$ cat src/rtl/softirq_pkg.sv
package softirq_pkg;
  localparam int WORD_W = 32;
  localparam logic [WORD_W-1:0] SOFT_MASK = 32'hFFFE_0000;
  localparam int ALIAS_BIT = 14;
  localparam int TOP_SOFT_BIT = 31;

  typedef enum logic [1:0] {
    IDX_PEND = 2'd0,
    IDX_CLR  = 2'd1,
    IDX_SET  = 2'd2,
    IDX_RSVD = 2'd3
  } reg_idx_e;

  function automatic logic [WORD_W-1:0] clr_mask(input logic [WORD_W-1:0] d);
    logic [WORD_W-1:0] m;
    m = d;
    if (d[ALIAS_BIT]) m[TOP_SOFT_BIT] = 1'b1;
    return m & SOFT_MASK;
  endfunction
endpackage

$ cat src/rtl/softirq_addr_dec.sv
module softirq_addr_dec
  import softirq_pkg::*;
#(
  parameter int NCPU = 4
) (
  input  logic [15:0]     addr,
  input  logic            wr,
  output logic [3:0]      cpu_sel,
  output logic            cpu_hit,
  output reg_idx_e        idx,
  output logic [NCPU-1:0] wr_set,
  output logic [NCPU-1:0] wr_clr
);
  logic unused_addr_bits;
  assign unused_addr_bits = ^{addr[11:4], addr[1:0]};

  assign cpu_sel = addr[15:12];
  assign idx     = reg_idx_e'(addr[3:2]);
  assign cpu_hit = (32'(cpu_sel) < NCPU);

  always_comb begin
    wr_set = '0;
    wr_clr = '0;
    for (int i = 0; i < NCPU; i++) begin
      if (wr && cpu_sel == 4'(i)) begin
        wr_set[i] = (idx == IDX_SET);
        wr_clr[i] = (idx == IDX_CLR);
      end
    end
  end
endmodule

$ cat src/rtl/softirq_hw_upd.sv
module softirq_hw_upd
  import softirq_pkg::*;
#(
  parameter int NCPU    = 4,
  parameter int TMR_BIT = 14
) (
  input  logic                         clk,
  input  logic                         rst_n,
  input  logic                         lvl_evt,
  input  logic [3:0]                   lvl_cpu,
  input  logic [3:0]                   lvl_num,
  input  logic                         lvl_on,
  input  logic [NCPU-1:0]              tmr_lvl,
  output logic [NCPU-1:0][WORD_W-1:0]  hw_set,
  output logic [NCPU-1:0][WORD_W-1:0]  hw_clr
);
  logic [NCPU-1:0] tmr_q;

  always_ff @(posedge clk) begin
    if (!rst_n) tmr_q <= '0;
    else        tmr_q <= tmr_lvl;
  end

  always_comb begin
    hw_set = '0;
    hw_clr = '0;
    for (int i = 0; i < NCPU; i++) begin
      if (lvl_evt && lvl_cpu == 4'(i) && lvl_num != 4'd0) begin
        if (lvl_on) hw_set[i][lvl_num] = 1'b1;
        else        hw_clr[i][lvl_num] = 1'b1;
      end
      if (tmr_lvl[i] && !tmr_q[i]) begin
        hw_set[i][TMR_BIT] = 1'b1;
        hw_clr[i][TMR_BIT] = 1'b0;
      end else if (!tmr_lvl[i] && tmr_q[i]) begin
        hw_set[i][TMR_BIT] = 1'b0;
        hw_clr[i][TMR_BIT] = 1'b1;
      end
    end
  end
endmodule

$ cat src/rtl/softirq_pend_reg.sv
module softirq_pend_reg
  import softirq_pkg::*;
(
  input  logic              clk,
  input  logic              rst_n,
  input  logic [WORD_W-1:0] sw_set,
  input  logic [WORD_W-1:0] sw_clr,
  input  logic [WORD_W-1:0] hw_set,
  input  logic [WORD_W-1:0] hw_clr,
  output logic [WORD_W-1:0] q
);
  logic [WORD_W-1:0] after_sw;

  assign after_sw = (q & ~sw_clr) | sw_set;

  always_ff @(posedge clk) begin
    if (!rst_n) q <= '0;
    else        q <= (after_sw & ~hw_clr) | hw_set;
  end
endmodule

$ cat src/rtl/softirq_rd_port.sv
module softirq_rd_port
  import softirq_pkg::*;
#(
  parameter int NCPU = 4
) (
  input  logic                        clk,
  input  logic                        rst_n,
  input  logic                        rd,
  input  logic [3:0]                  cpu_sel,
  input  logic                        cpu_hit,
  input  reg_idx_e                    idx,
  input  logic [NCPU-1:0][WORD_W-1:0] words,
  output logic [WORD_W-1:0]           rdata,
  output logic                        rvalid
);
  logic [WORD_W-1:0] sel_word;

  always_comb begin
    sel_word = '0;
    for (int i = 0; i < NCPU; i++) begin
      if (cpu_sel == 4'(i)) sel_word = words[i];
    end
  end

  always_ff @(posedge clk) begin
    if (!rst_n) begin
      rdata  <= '0;
      rvalid <= 1'b0;
    end else begin
      rvalid <= rd;
      rdata  <= (rd && cpu_hit && idx == IDX_PEND) ? sel_word : '0;
    end
  end
endmodule

$ cat src/rtl/cpu_softirq_bank.sv
module cpu_softirq_bank
  import softirq_pkg::*;
#(
  parameter int NCPU    = 4,
  parameter int TMR_BIT = 14
) (
  input  logic               clk,
  input  logic               rst_n,
  input  logic               bus_wr,
  input  logic               bus_rd,
  input  logic [15:0]        bus_addr,
  input  logic [31:0]        bus_wdata,
  output logic [31:0]        bus_rdata,
  output logic               bus_rvalid,
  input  logic               lvl_evt,
  input  logic [3:0]         lvl_cpu,
  input  logic [3:0]         lvl_num,
  input  logic               lvl_on,
  input  logic [NCPU-1:0]    tmr_lvl,
  output logic [NCPU*32-1:0] pend_words
);
  logic [3:0]                  cpu_sel;
  logic                        cpu_hit;
  reg_idx_e                    idx;
  logic [NCPU-1:0]             wr_set;
  logic [NCPU-1:0]             wr_clr;
  logic [NCPU-1:0][WORD_W-1:0] hw_set;
  logic [NCPU-1:0][WORD_W-1:0] hw_clr;
  logic [NCPU-1:0][WORD_W-1:0] words;
  logic [WORD_W-1:0]           set_val;
  logic [WORD_W-1:0]           clr_val;

  assign set_val = bus_wdata & SOFT_MASK;
  assign clr_val = clr_mask(bus_wdata);

  softirq_addr_dec #(.NCPU(NCPU)) u_dec (
    .addr    (bus_addr),
    .wr      (bus_wr),
    .cpu_sel (cpu_sel),
    .cpu_hit (cpu_hit),
    .idx     (idx),
    .wr_set  (wr_set),
    .wr_clr  (wr_clr)
  );

  softirq_hw_upd #(.NCPU(NCPU), .TMR_BIT(TMR_BIT)) u_hw (
    .clk     (clk),
    .rst_n   (rst_n),
    .lvl_evt (lvl_evt),
    .lvl_cpu (lvl_cpu),
    .lvl_num (lvl_num),
    .lvl_on  (lvl_on),
    .tmr_lvl (tmr_lvl),
    .hw_set  (hw_set),
    .hw_clr  (hw_clr)
  );

  for (genvar g = 0; g < NCPU; g++) begin : g_cpu
    softirq_pend_reg u_reg (
      .clk    (clk),
      .rst_n  (rst_n),
      .sw_set (wr_set[g] ? set_val : '0),
      .sw_clr (wr_clr[g] ? clr_val : '0),
      .hw_set (hw_set[g]),
      .hw_clr (hw_clr[g]),
      .q      (words[g])
    );
  end

  softirq_rd_port #(.NCPU(NCPU)) u_rd (
    .clk     (clk),
    .rst_n   (rst_n),
    .rd      (bus_rd),
    .cpu_sel (cpu_sel),
    .cpu_hit (cpu_hit),
    .idx     (idx),
    .words   (words),
    .rdata   (bus_rdata),
    .rvalid  (bus_rvalid)
  );

  assign pend_words = words;
endmodule

$ cat config.mk
export PLATFORM = sky130hd
export DESIGN_NAME = cpu_softirq_bank
export DESIGN_NICKNAME = d
export VERILOG_FILES = /design/src/rtl/softirq_pkg.sv /design/src/rtl/softirq_addr_dec.sv /design/src/rtl/softirq_hw_upd.sv /design/src/rtl/softirq_pend_reg.sv /design/src/rtl/softirq_rd_port.sv /design/src/rtl/cpu_softirq_bank.sv
export SDC_FILE = /design/constraint.sdc
export NUM_CORES = 1
export LEC_CHECK = 0
export BUFFER_PORTS_ARGS = -buffer_cell sky130_fd_sc_hd__buf_4
export CAP_MARGIN = 20
export CORE_UTILIZATION = 35
export CTS_CLUSTER_DIAMETER = 200
export DETAILED_ROUTE_END_ITERATION = 7
export GPL_ROUTABILITY_DRIVEN = 0
export MAX_ROUTING_LAYER = met4
export PLACE_DENSITY_LB_ADDON = 0.05
export SYNTH_ARGS = -nofsm -noshare
export SYNTH_HDL_FRONTEND = slang
export SYNTH_SLANG_ARGS = --single-unit
$ cat constraint.sdc
create_clock -name clk -period 1.8 [get_ports clk]
set_input_delay 0.18 -clock clk [delete_from_list [all_inputs] [get_ports clk]]
set_output_delay 0.18 -clock clk [all_outputs]
set_load 0.005 [all_outputs]
==> results_dict.tcl <==
set metrics [dict create \
    layout_min_cycle_time_ns 1.32 \
    synth_area_per_cell_um2 9.08 \
    cts-root-buf "clkbuf_16" \
    synth_warnings 0 \
    drc 0 \
    drt_first_pass_iters 5 \
    coreArea_um2 21000 \
    drv_slew 0 \
    cpPeakStageDelay_ns 0.56 \
    holdPathStages 2 \
    first_global_vias 6466 \
    grtUsageTotal 0.230 \
    nets 1019 \
    crit_path_frequent_cell "buf_4" \
    ios 227 \
    async_flop_share 0 \
    post-route-worst-setup-slack_ns 0.477 \
    drt_iter0_drc 376 \
    wire_per_inst_um 19.5 \
    r2r-end "u_rd.rdata[28]$_SDFF_PN0_" \
    synth-edff-count 0 \
    cts_resized 0 \
    detail-route-antenna-nets 0 \
    initial_core_util 0.357 \
    grt_overflow 0 \
    maxCapViolCount 0 \
    synth_cells 823 \
    final_hold_viol_count 0 \
    antenna_cells 0 \
    rsz0062_at_grt "false" \
    status "completed" \
    max_freq_mhz 756 \
    r2r-start "g_cpu[3].u_reg.q[28]$_SDFF_PN0_" \
    period_share 0.735 \
    p_leak_nw 3.69 \
    grt_pass1_wl_um 37400 \
    path_class "in -> reg" \
    clkSinkCount 160 \
    cp_max_fo 9 \
    num_rows 53 \
    synthesis.area_um2 7470 \
    reg2reg_slack_ns 0.62 \
    crit_buf_inv 2 \
    endpoint_kind "flip-flop" \
    routed_via_density 5.34 \
    numPortBuffers 195 \
    fill_cells 2071 \
    start_kind "input pin" \
    dieHeight_um 148 \
    num_vias 6627 \
    ff2ff_path_depth 4 \
    worstMarginPinSlew_ns 0.691 \
    synth_cell_types 47 \
    pre_cts_ws_ns 0.0295 \
    h-tree-depth 4 \
    cts_made_buffers 17 \
    cts_tree "done" \
    clkLatencyLatePin_ns 0.43 \
    slew_headroom 0.539 \
    synth-main-ff-cell "dfxtp_1" \
    area_delta_synth_final_pct 28.3 \
    hold_class "in -> reg" \
    synth-seq-cells 160 \
    place_hpwl_um 17100 \
    crit_chain "buf_4 -> or4b_1 -> nor2_2 -> buf_4 -> nand2_1 -> a32o_1" \
    setup_viol 0 \
    routed_wl_um 24200 \
    hp-start "bus_wdata[20]" \
    required_ns 2.12 \
    grt_max_degree 73 \
    cpMaxStageDelayCell "or4b_1" \
    fin_skew_ns 0.00806 \
    vdd_drop_max_mv 0.621 \
    min_to "g_cpu[3].u_reg.q[20]$_SDFF_PN0_" \
    cp_top_family "simple AND/OR/NAND/NOR gates" \
    clk_pin_slew_worst_paths_ns 0.07 \
    antenna_found_initial 0 \
    ys_seq_area_frac 0.429 \
    tns_ns 0 \
    cp.arrival_ns 1.64 \
    dieArea_um2 21900 \
    p_per_area_nw_per_um2 798 \
    clockBufferDepth 2 \
    final_layout_size_suffix_gt1_frac 0.330 \
    die_w_um 148 \
]
==> synth_stat cells, types with 6 or more instances <==
cell,instances,area share
a21boi_0,14,0.014
a21boi_1,42,0.042
a22o_1,20,0.023
a22oi_1,30,0.030
a32o_1,60,0.080
and2_1,9,0.0075
buf_2,17,0.011
buf_4,69,0.069
clkbuf_1,54,0.027
dfxtp_1,160,0.43
mux2_2,21,0.032
mux2i_1,14,0.019
nand2_1,63,0.032
nand2b_1,6,0.0050
nand3_1,57,0.038
nor2_1,44,0.022
nor3_1,7,0.0047
o21ai_0,44,0.029
o21ai_1,20,0.013
o2bb2ai_1,10,0.012
or2_2,7,0.0059
or3_1,11,0.0092
==> per-layer routing <==
layer  global-route usage  routed length, um
met5                    -                  0
met4               0.0649                251
met3               0.0454               1580
met2                0.348              11000
met1                0.312              11400
==> placed cells by master (no fill, tap or decap), types with 17 or more instances in the layout <==
master / count
mux2_2: 21
a21boi_1: 42
dfxtp_1: 160
a22o_1: 20
nor2_1: 42
nand2_1: 63
a22oi_1: 30
clkbuf_16: 17
a32o_1: 60
buf_4: 241
nand3_1: 56
o21ai_1: 20
o21ai_0: 44
==> repair_timing <==
item	in CTS	in global routing
hold endpoints to repair	5	0
setup buffers	0	0
endpoints found under the setup margin	0	0
hold buffers	5	0
==> cell families (layout without fill, tap and decap cells) <==
family                 after synthesis  count (layout)  synth area share
AO/OA/AOI/OAI                      246             246             0.250
AND/OR/NAND/NOR                    232             232             0.159
other                                1               5          0.000502
flip-flops                         160             160             0.429
multiplexers                        35              35            0.0504
buffers and inverters              149             288             0.112
==> area by class of cell <==
type,instances,area [um2],share of cell area
Tap cell,275,344,0.0359
Clock inverter,14,146,0.0153
Timing Repair Buffer,251,1960,0.204
Clock buffer,18,429,0.0447
Sequential cell,160,3200,0.334
Multi-Input combinational cell,518,3490,0.364
Inverter,5,18.8,0.00196
==> stage by stage <==
stage / utilization / cell area [um2] / power (W) / cells / hold slack [ns]
after floorplan: - / 7490 / 0.00394 / 827 / 0.302
after global placement: 0.428 / 8960 / 0.00416 / 1204 / 0.401
after detailed placement: 0.428 / 8960 / 0.00417 / 1204 / 0.403
after CTS: 0.458 / 9590 / 0.00774 / 1241 / 0.0149
after global routing: 0.458 / 9590 / 0.00795 / 1241 / 0.0239
final: 0.458 / 9590 / 0.00765 / 1241 / 0.0249
==> flip-flops by register name, summed over array words and instances (netlist names) <==
name / flops
u_hw.tmr_q: 4
g_cpu.u_reg.q: 124
u_rd.rdata: 31
u_rd.rvalid: 1
==> worst register-to-register path, stage by stage, from the launching register on <==
cell	delay (ns)
dfxtp_1	0.33
mux2_2	0.27
a22o_1	0.18
a22oi_1	0.19
nor2_1	0.08
==> worst max-delay path by stage <==
stage,from,endpoint,slack [ns],cells after the start
2_1_floorplan,bus_addr[14],g_cpu[0].u_reg.q[21]$_SDFF_PN0_,0.24,5
3_3_place_gp,bus_addr[14],g_cpu[1].u_reg.q[26]$_SDFF_PN0_,0.05,6
3_5_place_dp,bus_addr[14],g_cpu[1].u_reg.q[27]$_SDFF_PN0_,0.03,6
4_1_cts,bus_rd,u_rd.rdata[28]$_SDFF_PN0_,0.47,6
5_1_grt,lvl_cpu[3],g_cpu[3].u_reg.q[5]$_SDFF_PN0_,0.37,6
6_report,bus_addr[14],g_cpu[1].u_reg.q[27]$_SDFF_PN0_,0.48,6
==> power by group <==
part	internal [W]	switching (W)
clock	0.00195	0.00160
sequential	0.00356	0.0000134
combinational	0.000200	0.000331
Note: power is estimated with default switching activity, not from simulation.
